## config.mk

```make
export PLATFORM = sky130hd
export DESIGN_NAME = addr_dec_remap
export DESIGN_NICKNAME = d
export VERILOG_FILES = /design/src/rtl/addr_dec_pkg.sv /design/src/rtl/addr_dec_ctrl.sv /design/src/rtl/addr_dec_bank.sv /design/src/rtl/addr_dec_internal.sv /design/src/rtl/addr_dec_remap.sv
export SDC_FILE = /design/constraint.sdc
export NUM_CORES = 1
export LEC_CHECK = 0
export BUFFER_PORTS_ARGS = -buffer_cell sky130_fd_sc_hd__buf_2
export CAP_MARGIN = 20
export CORE_AREA = 3 3 40 42
export DETAILED_ROUTE_END_ITERATION = 7
export DIE_AREA = 0 0 43 45
export HOLD_SLACK_MARGIN = 0.05
export PLACE_DENSITY = 0.69
export SYNTH_ARGS = -nofsm -noshare
export SYNTH_HDL_FRONTEND = slang
export SYNTH_SLANG_ARGS = --single-unit
```

## constraint.sdc

```tcl
create_clock -name clk -period 1.68 [get_ports clk]
set_clock_uncertainty 0.2 [all_clocks]
set_input_delay 0.336 -clock clk [delete_from_list [all_inputs] [get_ports clk]]
set_output_delay 0.336 -clock clk [all_outputs]
set_load 0.02 [all_outputs]
```

## src/rtl/addr_dec_pkg.sv

```systemverilog
`timescale 1ns/1ps
package addr_dec_pkg;

   // Fixed positions in the select vector ahead of the external chip selects
   localparam int SEL_ROM_BIT = 0;
   localparam int SEL_SRAM_LSB = 1;

   // What the first decode level makes of a bank
   typedef enum logic [1:0] {
      BANK_INTERNAL = 2'd0,
      BANK_EXTERNAL = 2'd1,
      BANK_PERIPH   = 2'd2,
      BANK_UNUSED   = 2'd3
   } bank_kind_e;

endpackage

```

## src/rtl/addr_dec_ctrl.sv

```systemverilog
`timescale 1ns/1ps
// Boot strap capture and sticky remap bit
module addr_dec_ctrl (
   input  logic clk,
   input  logic rst_n,
   input  logic boot_strap_i,
   input  logic remap_cmd_i,
   output logic boot_q,
   output logic remap_q
);

   always_ff @(posedge clk) begin
      if (!rst_n) begin
         boot_q  <= boot_strap_i;
         remap_q <= 1'b0;
      end else begin
         boot_q  <= boot_q;
         if (remap_cmd_i) begin
            remap_q <= 1'b1;
         end
      end
   end

endmodule

```

## src/rtl/addr_dec_bank.sv

```systemverilog
`timescale 1ns/1ps
// First decode level: bank number to bank kind and external one-hot
module addr_dec_bank
   import addr_dec_pkg::*;
#(
   parameter int BANK_W         = 4,
   parameter int N_EXT          = 9,
   parameter int EXT_FIRST_BANK = 1,
   parameter int INTERNAL_BANK  = 0,
   parameter int PERIPH_BANK    = 15
) (
   input  logic [BANK_W-1:0] bank_i,
   output bank_kind_e        kind_o,
   output logic [N_EXT-1:0]  ext_oh_o
);

   logic ext_hit;

   for (genvar i = 0; i < N_EXT; i++) begin : g_ext
      assign ext_oh_o[i] = (bank_i == BANK_W'(EXT_FIRST_BANK + i));
   end

   assign ext_hit = |ext_oh_o;

   always_comb begin
      if (bank_i == BANK_W'(INTERNAL_BANK)) begin
         kind_o = BANK_INTERNAL;
      end else if (bank_i == BANK_W'(PERIPH_BANK)) begin
         kind_o = BANK_PERIPH;
      end else if (ext_hit) begin
         kind_o = BANK_EXTERNAL;
      end else begin
         kind_o = BANK_UNUSED;
      end
   end

endmodule

```

## src/rtl/addr_dec_internal.sv

```systemverilog
`timescale 1ns/1ps
// Second decode level inside the internal bank, with the zero-region alias
module addr_dec_internal #(
   parameter int REGION_W = 8,
   parameter int N_SRAM   = 3,
   parameter bit ALIAS_EN = 1'b1
) (
   input  logic [REGION_W-1:0] region_i,
   input  logic                boot_q,
   input  logic                remap_q,
   output logic                rom_o,
   output logic [N_SRAM-1:0]   sram_o,
   output logic                ext0_o,
   output logic                miss_o
);

   localparam int LAST_SRAM = N_SRAM - 1;

   logic              zero_hit;
   logic [N_SRAM-1:0] sram_home;
   logic              zero_rom;
   logic              zero_ext;
   logic              zero_sram;

   assign zero_hit = (region_i == '0);

   for (genvar i = 0; i < N_SRAM; i++) begin : g_sram
      assign sram_home[i] = (region_i == REGION_W'(i + 1));
   end

   if (ALIAS_EN) begin : g_alias
      assign zero_sram = zero_hit & remap_q;
      assign zero_rom  = zero_hit & ~remap_q & boot_q;
      assign zero_ext  = zero_hit & ~remap_q & ~boot_q;
   end else begin : g_fixed
      logic unused_state;
      assign unused_state = boot_q ^ remap_q;
      assign zero_sram = 1'b0;
      assign zero_rom  = zero_hit;
      assign zero_ext  = 1'b0;
   end

   always_comb begin
      sram_o = sram_home;
      sram_o[LAST_SRAM] = sram_home[LAST_SRAM] | zero_sram;
   end

   assign rom_o  = zero_rom;
   assign ext0_o = zero_ext;
   assign miss_o = ~zero_hit & ~(|sram_home);

endmodule

```

## src/rtl/addr_dec_remap.sv

```systemverilog
`timescale 1ns/1ps
// Top: remappable two-level address decoder for one master port
module addr_dec_remap
   import addr_dec_pkg::*;
#(
   parameter int ADDR_W         = 32,
   parameter int BANK_W         = 4,
   parameter int REGION_LSB     = 20,
   parameter int N_SRAM         = 3,
   parameter int N_EXT_A        = 6,
   parameter int N_EXT_B        = 3,
   parameter int EXT_FIRST_BANK = 1,
   parameter int PERIPH_BANK    = 15,
   parameter bit ALIAS_EN       = 1'b1,
   localparam int N_EXT         = N_EXT_A + N_EXT_B,
   localparam int N_SEL         = 1 + N_SRAM + N_EXT + 1
) (
   input  logic              clk,
   input  logic              rst_n,
   input  logic              boot_strap_i,
   input  logic              remap_cmd_i,
   input  logic [ADDR_W-1:0] addr_i,
   input  logic              valid_i,
   output logic [N_SEL-1:0]  slave_sel_o,
   output logic              abort_o
);

   localparam int REGION_W   = ADDR_W - BANK_W - REGION_LSB;
   localparam int EXT_LSB    = SEL_SRAM_LSB + N_SRAM;
   localparam int PERIPH_BIT = N_SEL - 1;
   localparam int N_BANK     = 1 << BANK_W;

   // Elaboration-time parameter checks
   if (REGION_W < 2) begin : g_bad_region
      $error("addr_dec_remap: address too narrow for two decode levels");
   end
   if (EXT_FIRST_BANK < 1 || EXT_FIRST_BANK + N_EXT > PERIPH_BANK) begin : g_bad_ext
      $error("addr_dec_remap: external banks overlap internal or peripheral bank");
   end
   if (PERIPH_BANK >= N_BANK) begin : g_bad_periph
      $error("addr_dec_remap: peripheral bank outside the bank range");
   end
   if (N_SRAM < 1 || N_SRAM + 1 >= (1 << REGION_W)) begin : g_bad_sram
      $error("addr_dec_remap: SRAM region count does not fit bank 0");
   end

   logic [BANK_W-1:0]   bank;
   logic [REGION_W-1:0] region;
   logic                unused_low;
   logic                boot_q;
   logic                remap_q;
   bank_kind_e          kind;
   logic [N_EXT-1:0]    ext_oh;
   logic                int_rom;
   logic [N_SRAM-1:0]   int_sram;
   logic                int_ext0;
   logic                int_miss;
   logic                in_int;
   logic [N_SEL-1:0]    sel_raw;
   logic                abort_raw;

   assign bank       = addr_i[ADDR_W-1 -: BANK_W];
   assign region     = addr_i[REGION_LSB +: REGION_W];
   assign unused_low = ^addr_i[REGION_LSB-1:0];

   addr_dec_ctrl u_ctrl (
      .clk          (clk),
      .rst_n        (rst_n),
      .boot_strap_i (boot_strap_i),
      .remap_cmd_i  (remap_cmd_i),
      .boot_q       (boot_q),
      .remap_q      (remap_q)
   );

   addr_dec_bank #(
      .BANK_W         (BANK_W),
      .N_EXT          (N_EXT),
      .EXT_FIRST_BANK (EXT_FIRST_BANK),
      .INTERNAL_BANK  (0),
      .PERIPH_BANK    (PERIPH_BANK)
   ) u_bank (
      .bank_i   (bank),
      .kind_o   (kind),
      .ext_oh_o (ext_oh)
   );

   addr_dec_internal #(
      .REGION_W (REGION_W),
      .N_SRAM   (N_SRAM),
      .ALIAS_EN (ALIAS_EN)
   ) u_int (
      .region_i (region),
      .boot_q   (boot_q),
      .remap_q  (remap_q),
      .rom_o    (int_rom),
      .sram_o   (int_sram),
      .ext0_o   (int_ext0),
      .miss_o   (int_miss)
   );

   assign in_int = (kind == BANK_INTERNAL);

   always_comb begin
      sel_raw = '0;
      sel_raw[SEL_ROM_BIT] = in_int & int_rom;
      sel_raw[SEL_SRAM_LSB +: N_SRAM] = in_int ? int_sram : '0;
      sel_raw[EXT_LSB +: N_EXT] = ext_oh;
      sel_raw[EXT_LSB] = ext_oh[0] | (in_int & int_ext0);
      sel_raw[PERIPH_BIT] = (kind == BANK_PERIPH);
      abort_raw = (kind == BANK_UNUSED) | (in_int & int_miss);
   end

   assign slave_sel_o = valid_i ? sel_raw : '0;
   assign abort_o     = valid_i & abort_raw;

endmodule

```

== Word level (Yosys, flattened, before mapping) ==
Index checks and enable logic that the tools add are counted.

* Register bits after elaboration: 2
* Output and inout port bits: 15
* Word-level logic and storage cells: 43
* RAM bits: 0
* Memories kept: 0
* Bits in latches: 0
* Input port bits: 37
* ROM bits: 0

* Multiplexer cells: 5
* Bitwise operators: 16
* Multipliers: 0
* Div/mod/pow operators: 0
* Order comparisons: 0
* Reductions and logical operators: 5
* Shifts and indexed selects: 0
* Add/sub/neg operators: 0
* Eq/ne operators: 15

{| class="wikitable"
|+ Operators by type and width
! operator !! number
|-
| == test 4 x 3 -> 1 bit (second input constant) || 4
|-
| == test 8 x 2 -> 1 bit (second input constant) || 2
|-
| two-way mux 14 bit || 1
|-
| == test 4 bit (second input constant) || 3
|-
| AND 1 bit || 9
|-
| OR reduction 9 bit || 1
|-
| == test 4 x 2 -> 1 bit (second input constant) || 2
|-
| == test 8 x 1 -> 1 bit (second input constant) || 1
|-
| zero test 8 bit || 1
|-
| two-way mux 2 bit || 3
|-
| == test 2 bit (second input constant) || 2
|-
| == test 4 x 1 -> 1 bit (second input constant) || 1
|-
| zero test 4 bit || 1
|-
| NOT 1 bit || 4
|-
| two-way mux 3 bit || 1
|-
| OR 1 bit || 3
|-
| OR reduction 3 bit || 1
|-
| zero test 2 bit || 1
|}

== Logic depth before layout (Yosys ltp) ==
Gate-level depths: netlist (run 1).

* Depth in word-level cells: 9
* Gate-level depth with buffers: 4
* Depth with buffers taken out: 3

== Modules after synthesis ==
Synthesis (run 1) repeated with hierarchy kept, for this count alone.

* Cells, all modules: 58
* Area total of the unflattened synthesis: 407.9 sq um

{| class="wikitable"
|+ By module, submodules not included
! module !! instances !! sequential area each (sq um) !! area each (sq um) !! cells an instance
|-
| addr_dec_remap || 1 || 0.0 || 140.1 || 21
|-
| addr_dec_bank || 1 || 0.0 || 107.6 || 18
|-
| addr_dec_internal || 1 || 0.0 || 98.8 || 15
|-
| addr_dec_ctrl || 1 || 50.0 || 61.3 || 4
|}

== Least setup slack after synthesis (run 1) ==
Ideal clock, no wire load.

* Path type: input to output
* Start: in addr_i[23]
* End: out slave_sel_o[4]
* Data required time: 1144 ps
* Slack: -104 ps
* Stages: 3
* Path buffers: 0
* Arrival time: 1248 ps
* Cell sequence: nor4_4 -> a41oi_1 -> nor3_1

* Longest elaborated chain between the ends: 6

{| class="wikitable"
|+ Ends and longest elaborated chain
! element !! line !! text
|-
| from (decl) || addr_dec_remap.sv:22 || <nowiki>input logic [ADDR_W-1:0] addr_i,</nowiki>
|-
| zero test 8 bit || addr_dec_internal.sv:25 || <nowiki>assign zero_hit = (region_i == '0);</nowiki>
|-
| AND 1 bit (2 in series) || addr_dec_internal.sv:34 || <nowiki>assign zero_ext = zero_hit & ~remap_q & ~boot_q;</nowiki>
|-
| AND 1 bit || addr_dec_remap.sv:108 || <nowiki>sel_raw[EXT_LSB] = ext_oh[0] | (in_int & int_ext0);</nowiki>
|-
| OR 1 bit || addr_dec_remap.sv:108 ||
|-
| two-way mux 14 bit || addr_dec_remap.sv:113 || <nowiki>assign slave_sel_o = valid_i ? sel_raw : '0;</nowiki>
|-
| to (decl) || addr_dec_remap.sv:24 || <nowiki>output logic [N_SEL-1:0] slave_sel_o,</nowiki>
|}

No other way between the ends.

== Worst setup path after layout (run 1) ==
* Start: in addr_i[22]
* End: out slave_sel_o[4]

The elaborated chain is that of the path after synthesis.

==> results of run 1 <==
## cell usage after synthesis (all sizes together)
cell type | count | area [um^2]
nor2 | 14 | 52.55
nand2 | 5 | 18.77
nor3 | 3 | 15.01
nor3b | 3 | 37.54
clkbuf | 2 | 7.510
nand2b | 2 | 12.51
nand3 | 2 | 10.01
nand3b | 2 | 15.01
a21oi | 1 | 5.000
a41oi | 1 | 8.760
and2 | 1 | 7.510
dfxtp | 1 | 20.02
edfxtp | 1 | 30.03
inv | 1 | 3.750
nand4 | 1 | 12.51
nor4 | 1 | 21.27
o2111ai | 1 | 8.760
o21ai | 1 | 5.000
or2 | 1 | 6.260
or3b | 1 | 8.760
## stage by stage
stage	instances	total power [uW]	utilization, %	setup TNS [ns]
final	102	280.0	52.00	-0.7189
after global routing	102	301.7	52.00	-1.074
after global placement	97	143.9	41.87	-0.8433
after floorplan	45	96.09	-	-0.1189
after CTS	101	272.4	46.25	-0.7133
after detailed placement	97	145.5	41.87	-1.017
## layer usage
| metal | wire length (um) | up-vias |
|---|---|---|
| li1 | - | 244 |
| met1 | 387 | 194 |
| met2 | 455 | 24 |
| met3 | 126 | 0 |
| met4 | 0 | 0 |
| met5 | 0 | - |
## where the power goes
group          leakage, uW  switching, uW  internal (uW)  total [uW]
combinational     0.000285           49.3           54.8         104
sequential       0.0000182           2.42           55.6        58.0
clock            0.0000150           29.5           88.3         118
## area by class of cell
class                   count  share of cell area [%]
clock buffers               4                   3.933
inverters                   1                  0.5618
multi-input cells          40                   42.70
flip-flops and latches      2                   7.491
well taps                  15                   2.809
repair buffers             40                   42.51
## timing repair
item	in CTS	in global routing
setup buffers	0	1
setup endpoints to repair	9	12
gates resized for setup	9	20
pin swaps	3	7
## registers in the layout (all words and copies together) (netlist names)
name            flops
u_ctrl.boot_q       1
u_ctrl.remap_q      1
## cell families (layout without fill, tap and decap cells)
group,Yosys count,count (layout)
flops,2,2
compound gates,4,4
simple gates,36,36
buf+inv,3,45
## worst min path at each step
stage	from	to	slack (ns)
floorplan	boot_strap_i	u_ctrl.boot_q	0.23
global placement	u_ctrl.remap_q	u_ctrl.remap_q	0.30
detailed placement	u_ctrl.remap_q	u_ctrl.remap_q	0.31
CTS	boot_strap_i	u_ctrl.boot_q	0.08
global route	boot_strap_i	u_ctrl.boot_q	0.08
finish	boot_strap_i	u_ctrl.boot_q	0.09
==> flow_metrics.tcl, run 1 <==
set metrics [dict create \
    final_cell_mix "buf_2 (17), buf_4 (16), nor2_1 (12)" \
    path_clk_slew_ns 0.04 \
    setup_ws_ns -0.1701 \
    gr-usage-met1_pct 14.63 \
    status "complete, but fails checks" \
    antenna_cells 0 \
    hold_buffers 0 \
    first_pass_iters 4 \
    synthMuxAreaShare_pct 0 \
    grt_pass1_wl_um 1669 \
    gp_congestion 0.6570 \
    crit_end "slave_sel_o[4]" \
    synth_top_family_by_area "simple AND/OR/NAND/NOR gates" \
    r2r_setup_slack_ns 0.91 \
    grt-ovfl-total 0 \
    leakagePower_uw 0.0003183 \
    root_buffer "clkbuf_4" \
    hold_viol 0 \
    hold_path.class "input pin to register" \
    final_common_cell "buf_2" \
    post_synth.cell_area_avg_um2 6.812 \
    fp-row-count 13 \
    post_drt_wl_per_cell_um 9.500 \
    gr-usage-met3_pct 3.187 \
    start_util_pct 23.86 \
    synth_area_um2 306.5 \
    busiest_layer "met2" \
    synth_cell_types 20 \
    die_y_um 45 \
    drt_first_iter_violations 8 \
    r2r-start "u_ctrl.remap_q" \
    antenna_found_initial 0 \
    critPathSlowestCell "nor4_4" \
    numClockSinks 2 \
    hold_depth 1 \
    use_met2_pct 17.07 \
    layout-drive-gt1-share_pct 64.37 \
    start_kind "input pin" \
    fin_area_um2 668.1 \
    fin_hold_ws_ns 0.08875 \
    cpPeakStageDelay_ns 0.29 \
    violations "negative setup slack" \
    clock_path_buffers 2 \
    startpoint "addr_i[22]" \
    worstSkewPairLatency_ns 0.22 \
    cts_tree "yes" \
    cap_violations 0 \
    finish.net_count 125 \
    drv_slew 0 \
    ir_drop_v 0.0003287 \
    power_density_nw_per_um2 419.0 \
    route.detailed.drc 0 \
    core-area_um2 1285 \
    slew_headroom_pct 82.74 \
    cp_top_family "simple AND/OR/NAND/NOR gates" \
    worstPathRequired_ns 1.14 \
    crit_chain "buf_6 > nor4_4 > buf_4 > a41oi_1 > nor3_2 > buf_4" \
    ys_warn_count 0 \
    finalCriticalPeriod_ns 1.850 \
    arrival_ns 1.31 \
    regArea_um2 50.05 \
    grt_pass1_vias 432 \
    synth_fp_nets 82 \
    dieArea_um2 1935 \
    placed_cell_area_um2 538.0 \
    area_growth_syn_to_layout_pct 118.0 \
    grt_setup_unrepaired "true" \
    r2r_end "u_ctrl.remap_q" \
    worstSetupPathType "input pin to primary output" \
    ys_seq_area_share_pct 16.33 \
    htreeDepth 1 \
    synth_seq_cells 2 \
    dp_hpwl_um 772.9 \
    ios 52 \
    path_common_cell "buf_4" \
    synthXorXnorAreaFrac_pct 0 \
    track_usage_pct 11.22 \
    multiInputGateArea_um2 285.3 \
    die_x_um 43 \
    synthSimpleGateAreaFrac_pct 71.02 \
    crit_cells 6 \
    tightest_slew_ns 0.2556 \
    fin_crit_sh_pct 110.1 \
    finalWirelength_um 969 \
    ant_nets 0 \
    vias_per_cell 4.529 \
    grt_max_degree 10 \
    setup_viol 6 \
    n_fill_cell 127 \
    path_buf_inv 3 \
    critPathMaxFanout 2 \
    vias 462 \
    port_buffers 31 \
    fmax_mhz 540.5 \
    cts_buffers 3 \
    reg2reg_depth 2 \
    synth-compound-area-share_pct 8.980 \
    cp-end-kind "primary output" \
    synthCells 45 \
    synthAdderAreaFrac_pct 0 \
    pre_cts_ws_ns -0.2299 \
]
Power figures use the tool's default switching activity.
==> inputs of run 2 (changes only) <==
==> constraint.sdc (replaced) <==
create_clock -name clk -period 1.68 [get_ports clk]
set_clock_uncertainty 0.2 [all_clocks]
set_input_delay 0.168 -clock clk [delete_from_list [all_inputs] [get_ports clk]]
set_output_delay 0.168 -clock clk [all_outputs]
set_load 0.02 [all_outputs]
==> run 2 against run 1 <==
  * The run now ends clean
  * Wire length fell by 1.0%
  * Fmax is 16% higher
  * Critical path depth decreased by 1
  * Critical endpoint is now u_ctrl.remap_q
  * First-iteration DRC count is 13% lower
  * Largest power group unchanged
  * Highest routed layer unchanged
  * Global-route usage fell by 1.6 points
==> flow_metrics.tcl, run 2 (synthesis results as in run 1) <==
set metrics [dict create \
    fin_setup_tns_ns 0 \
    finish.net_count 120 \
    drt_first_iter_violations 7 \
    switchingPower_uw 74.05 \
    gp_congestion 0.6500 \
    cts_tree "yes" \
    route.detailed.drc 0 \
    swShare_pct 29.05 \
    wl_met2_um 467 \
    power_density_nw_per_um2 472.6 \
    slew_headroom_pct 82.76 \
    p_int_uw 180.8 \
    cp-end-kind "register" \
    die_y_um 45 \
    die_x_um 43 \
    fp-row-count 13 \
    track_usage_pct 9.643 \
    grt-ovfl-total 0 \
    dieArea_um2 1935 \
    post_cts_buffers 0 \
    finalWirelength_um 959 \
    htreeDepth 1 \
    grt_pass1_wl_um 1462 \
    multiInputGateArea_um2 245.2 \
    utilization_pct 41.97 \
    drt-met1-wl_um 392 \
    finalCriticalPeriod_ns 1.598 \
    vias_per_cell 4.629 \
    p_clk_share_pct 45.7 \
    worstSetupPathType "input pin to register" \
    critPathMaxFanout 1 \
    sequentialPowerShare_pct 22.8 \
    drv_slew 0 \
    antenna_cells 0 \
    path_clk_slew_ns 0.03 \
    layout-drive-gt1-share_pct 50.00 \
    root_buffer "clkbuf_4" \
    grt_setup_unrepaired "false" \
    start_util_pct 23.86 \
    grt_pass1_vias 380 \
    ios 52 \
    leakagePower_uw 0.0002741 \
    routed.top_layer "met3" \
    status "completed" \
    wl_met3_um 99 \
    numClockSinks 2 \
    tightest_slew_ns 0.2566 \
    vias 449 \
    final_common_cell "buf_2" \
    first_pass_iters 4 \
    comb_power_share_pct 31.4 \
    post_drt_wl_per_cell_um 9.887 \
    setup_viol 0 \
    ir_drop_v 0.0003236 \
    port_buffers 31 \
    arrival_ns 1.50 \
    area_growth_syn_to_layout_pct 75.92 \
    fin_hold_ws_ns 0.4418 \
    fmax_mhz 626.0 \
    n_fill_cell 150 \
    worstPathRequired_ns 1.58 \
    final_cell_mix "buf_2 (31), nor2_1 (14), nand2_1 (5)" \
    cts_buffers 3 \
    fin_crit_sh_pct 95.09 \
    grt_max_degree 11 \
    cap_violations 0 \
    core-area_um2 1285 \
    hold_path.class "input pin to primary output" \
    worstSkewPairLatency_ns 0.22 \
    hold_viol 0 \
    dp_hpwl_um 730.9 \
    start_kind "input pin" \
    regArea_um2 50.05 \
    ant_nets 0 \
    antenna_found_initial 0 \
    reg_top3 "u_ctrl.boot_q (1), u_ctrl.remap_q (1)" \
    clock_path_buffers 2 \
]
run 2: power by group through the flow:
stage	sequential, uW	clock (uW)	combinational (uW)
finish	58.2	117	80.0
global route	58.8	125	88.8
CTS	58.1	121	79.7
detailed placement	58.7	0	71.9
global placement	58.5	0	70.1
floorplan	58.0	0	37.2
run 2: metal layers:
metal | GRT usage, % | up-vias
met2 | 17.96 | 26
met3 | 0.7968 | 0
met5 | 0 | -
li1 | - | 230
met1 | 11.51 | 193
met4 | 3.614 | 0
run 2: worst max-delay path: stages:
cell and delay (ns):
dlygate4sd3_1 0.54, buf_2 0.13, nor2_1 0.08, nor2_1 0.04, dlygate4sd3_1 0.54
run 2: cell type report:
| type | count | area share [%] |
|---|---|---|
| repair buffers | 35 | 36.19 |
| inverters | 1 | 0.6961 |
| clock buffers | 4 | 4.872 |
| well taps | 15 | 3.480 |
| multi-input cells | 40 | 45.48 |
| flip-flops and latches | 2 | 9.281 |
run 2: repair_timing:
| action | in CTS | in global routing |
|---|---|---|
| endpoints found under the hold margin | 3 | 0 |
| hold buffers | 4 | 0 |
| setup endpoints to repair | 0 | 0 |
| resized for setup | 0 | 0 |
run 2: path summary, 6_finish.rpt:
path | from | end | slack, ns | cells past startpoint
hold reg to reg | u_ctrl.remap_q | u_ctrl.remap_q | 0.87 | 3
hold / removal | addr_i[21] | slave_sel_o[1] | 0.44 | 3
setup / recovery | remap_cmd_i | u_ctrl.remap_q | 0.08 | 5
setup reg to reg | u_ctrl.remap_q | u_ctrl.remap_q | 0.35 | 3
run 2: through the flow:
step	instance area, um^2	setup slack (ns)	instances	power, uW
4_1_cts	539.3	0.1248	97	259.1
3_5_place_dp	473.0	0.1398	89	130.6
5_1_grt	539.3	0.04017	97	273.0
2_1_floorplan	306.5	0.2321	45	95.22
6_report	539.3	0.08244	97	254.9
3_3_place_gp	473.0	0.1470	89	128.6
==> inputs of run 3 (changes only) <==
- BUFFER_PORTS_ARGS: -buffer_cell sky130_fd_sc_hd__buf_2 -> -buffer_cell sky130_fd_sc_hd__buf_4
- CORE_AREA: 3 3 40 42 -> not set
- CORE_MARGIN: not set -> 4
- CORE_UTILIZATION: not set -> 30
- DIE_AREA: 0 0 43 45 -> not set
- PLACE_DENSITY: 0.69 -> 0.75
- SYNTH_HIERARCHICAL: not set -> 1
==> run 3 against run 2 <==
  * Combinational power is 71% higher
  * Sequential power hardly changed
  * Flip-flop and latch count stayed put
  * Final area is 61% higher
  * Critical path depth stayed put
  * Register-to-register slack worse by 0.13 ns
  * Worst setup slack worse by 0.37 ns
  * The flow now finishes with violations (negative setup slack)
  * Synthesized cell count is 29% higher
  * Clock-buffer cell count stayed put
  * Largest cell class unchanged
  * Sequential share of layout area is 3.4 points lower
==> flow_metrics.tcl, run 3 <==
set metrics [dict create \
    grt_pass1_wl_um 2346 \
    finalPower_uw 316.8 \
    path_buf_inv 1 \
    synth-edff-count 1 \
    hold_depth 2 \
    crit_chain "or3_4 > nor3_2 > nand2_1 > o31ai_4 > buf_6" \
    port_buffers 31 \
    synthMostInstantiatedCell "and2_1" \
    ir_drop_v 0.0003561 \
    synthAdderAreaFrac_pct 0 \
    r2r-start "u_ctrl/remap_q" \
    cpPeakStageDelay_ns 0.40 \
    synth_cell_types 24 \
    htreeDepth 1 \
    violations "negative setup slack" \
    critPathSlowestCell "or3_4" \
    antenna_cells 0 \
    gp_congestion 0.7689 \
    async_flop_share_pct 0 \
    post_synth.cell_area_avg_um2 7.033 \
    cap_violations 0 \
    power_density_nw_per_um2 365.4 \
    finish.net_count 141 \
    worstPathRequired_ns 1.31 \
    synth_area_leaders "and2_1 (12%), and3_1 (7.7%), nor3_1 (7.4%), edfxtp_1 (7.4%), nand2b_1 (6.1%)" \
    cp-end-kind "primary output" \
    cp_top_family "simple AND/OR/NAND/NOR gates" \
    synthMuxAreaShare_pct 0 \
    synth_area_um2 407.9 \
    synth-compound-area-share_pct 12.58 \
    critPathMaxFanout 2 \
    hold_start "boot_strap_i" \
    fmax_mhz 508.5 \
    setup_viol 6 \
    synthXorXnorAreaFrac_pct 0 \
    clock_path_buffers 2 \
    layout-drive-gt1-share_pct 57.28 \
    numClockSinks 2 \
    synthCells 58 \
    grt-ovfl-total 0 \
    synth_top_family_by_area "simple AND/OR/NAND/NOR gates" \
    final_cell_mix "buf_4 (28), buf_6 (11), and2_1 (8)" \
    synth_ff_type "edfxtp_1" \
    layout.cells.non_filler 118 \
    ys_warn_count 6 \
    dp_hpwl_um 996.1 \
    worstSetupPathType "register to primary output" \
    final_common_cell "buf_4" \
    slew_headroom_pct 83.90 \
    die_x_um 44.88 \
    ys_seq_area_share_pct 12.27 \
    synth_fp_nets 95 \
    track_usage_pct 15.54 \
    setup_ws_ns -0.2865 \
    grt_max_degree 18 \
    first_pass_iters 4 \
    leakagePower_uw 0.0003859 \
    fin_crit_sh_pct 117.1 \
    grt_pass1_vias 605 \
    fp-row-count 13 \
    cts_buffers 3 \
    root_buffer "clkbuf_4" \
    route.detailed.drc 0 \
    area_growth_syn_to_layout_pct 112.6 \
    die_y_um 44.88 \
    finalCriticalPeriod_ns 1.966 \
    vias 589 \
    worstSkewPairLatency_ns 0.22 \
    r2r_setup_slack_ns 0.22 \
    path_clk_slew_ns 0.04 \
    reg_top3 "u_ctrl/boot_q (1), u_ctrl/remap_q (1)" \
    grt_setup_unrepaired "true" \
    vias_per_cell 4.992 \
    status "complete, but fails checks" \
    utilization_pct 67.48 \
    n_fill_cell 103 \
    start_util_pct 31.74 \
    antenna_found_initial 0 \
    synth_common_cells "and2_1 (8), nor3_1 (6), and3_1 (5), nor2_1 (5)" \
    synth_top_area_share_pct 12.27 \
    post_drt_wl_per_cell_um 11.60 \
    drv_slew 0 \
    dieArea_um2 2014 \
    cts_tree "yes" \
    start_kind "register" \
    ant_nets 0 \
    arrival_ns 1.60 \
    synth_seq_cells 2 \
    hold_path_end "u_ctrl/boot_q" \
    hold_path.class "input pin to register" \
    finalWirelength_um 1369 \
    yosysTopAreaCell "and2_1" \
    core-area_um2 1285 \
    synthSimpleGateAreaFrac_pct 69.33 \
    drt_first_iter_violations 2 \
    tightest_slew_ns 0.2393 \
    reg2reg_depth 3 \
    hold_viol 0 \
    r2r_end "u_ctrl/remap_q" \
    dpl.cell_count 109 \
    ios 52 \
]
## run 3: cell type report
type / count / area [um^2] / area share (%)
Clock buffer: 4 / 26.28 / 3.030
Inverter: 2 / 7.507 / 0.8658
Multi-Input combinational cell: 52 / 389.1 / 44.88
Sequential cell: 2 / 51.30 / 5.916
Tap cell: 15 / 18.77 / 2.165
Timing Repair Buffer: 43 / 374.1 / 43.15
## run 3: worst max-delay path by stage
stage	startpoint	end	cells after the start
2_1_floorplan	addr_i[25]	abort_o	4
3_3_place_gp	addr_i[25]	abort_o	5
3_5_place_dp	addr_i[25]	slave_sel_o[4]	6
4_1_cts	u_ctrl/boot_q	slave_sel_o[4]	5
5_1_grt	u_ctrl/boot_q	slave_sel_o[4]	5
6_report	u_ctrl/boot_q	slave_sel_o[4]	5
## run 3: logic make-up after synthesis
kind of cell / count (synthesis)
simple gates: 47
flops: 2
compound gates: 5
buf+inv: 4
## run 3: report_power, final
part           switching, uW  internal (uW)
sequential              2.50           55.9
combinational           60.5           76.2
clock                   33.2           88.6
## run 3: repair_timing
action,in CTS,in global routing
pin swaps,10,2
hold endpoints to repair,3,0
resized for setup,16,2
hold buffers,4,0
setup endpoints to repair,6,6
buffers inserted,1,1
## run 3: metal layers
metal,global-route usage (%),vias up,routed length [um]
met3,2.789,2,136
met1,14.63,261,450
met2,30.09,26,765
met5,0,-,0
met4,9.942,0,17
li1,-,300,-
## run 3: per-stage QoR
| stage | hold WS [ns] | TNS (ns) | setup slack (ns) | instance area [um^2] |
|---|---|---|---|---|
| 3_5_place_dp | 0.1505 | -0.8824 | -0.1820 | 720.7 |
| 3_3_place_gp | 0.1461 | -0.8148 | -0.1728 | 720.7 |
| 2_1_floorplan | 0.06687 | -0.08183 | -0.04645 | 439.2 |
| 4_1_cts | 0.4637 | -1.012 | -0.2896 | 862.1 |
| 6_report | 0.4572 | -0.9059 | -0.2865 | 867.1 |
| 5_1_grt | 0.4677 | -1.228 | -0.3704 | 867.1 |
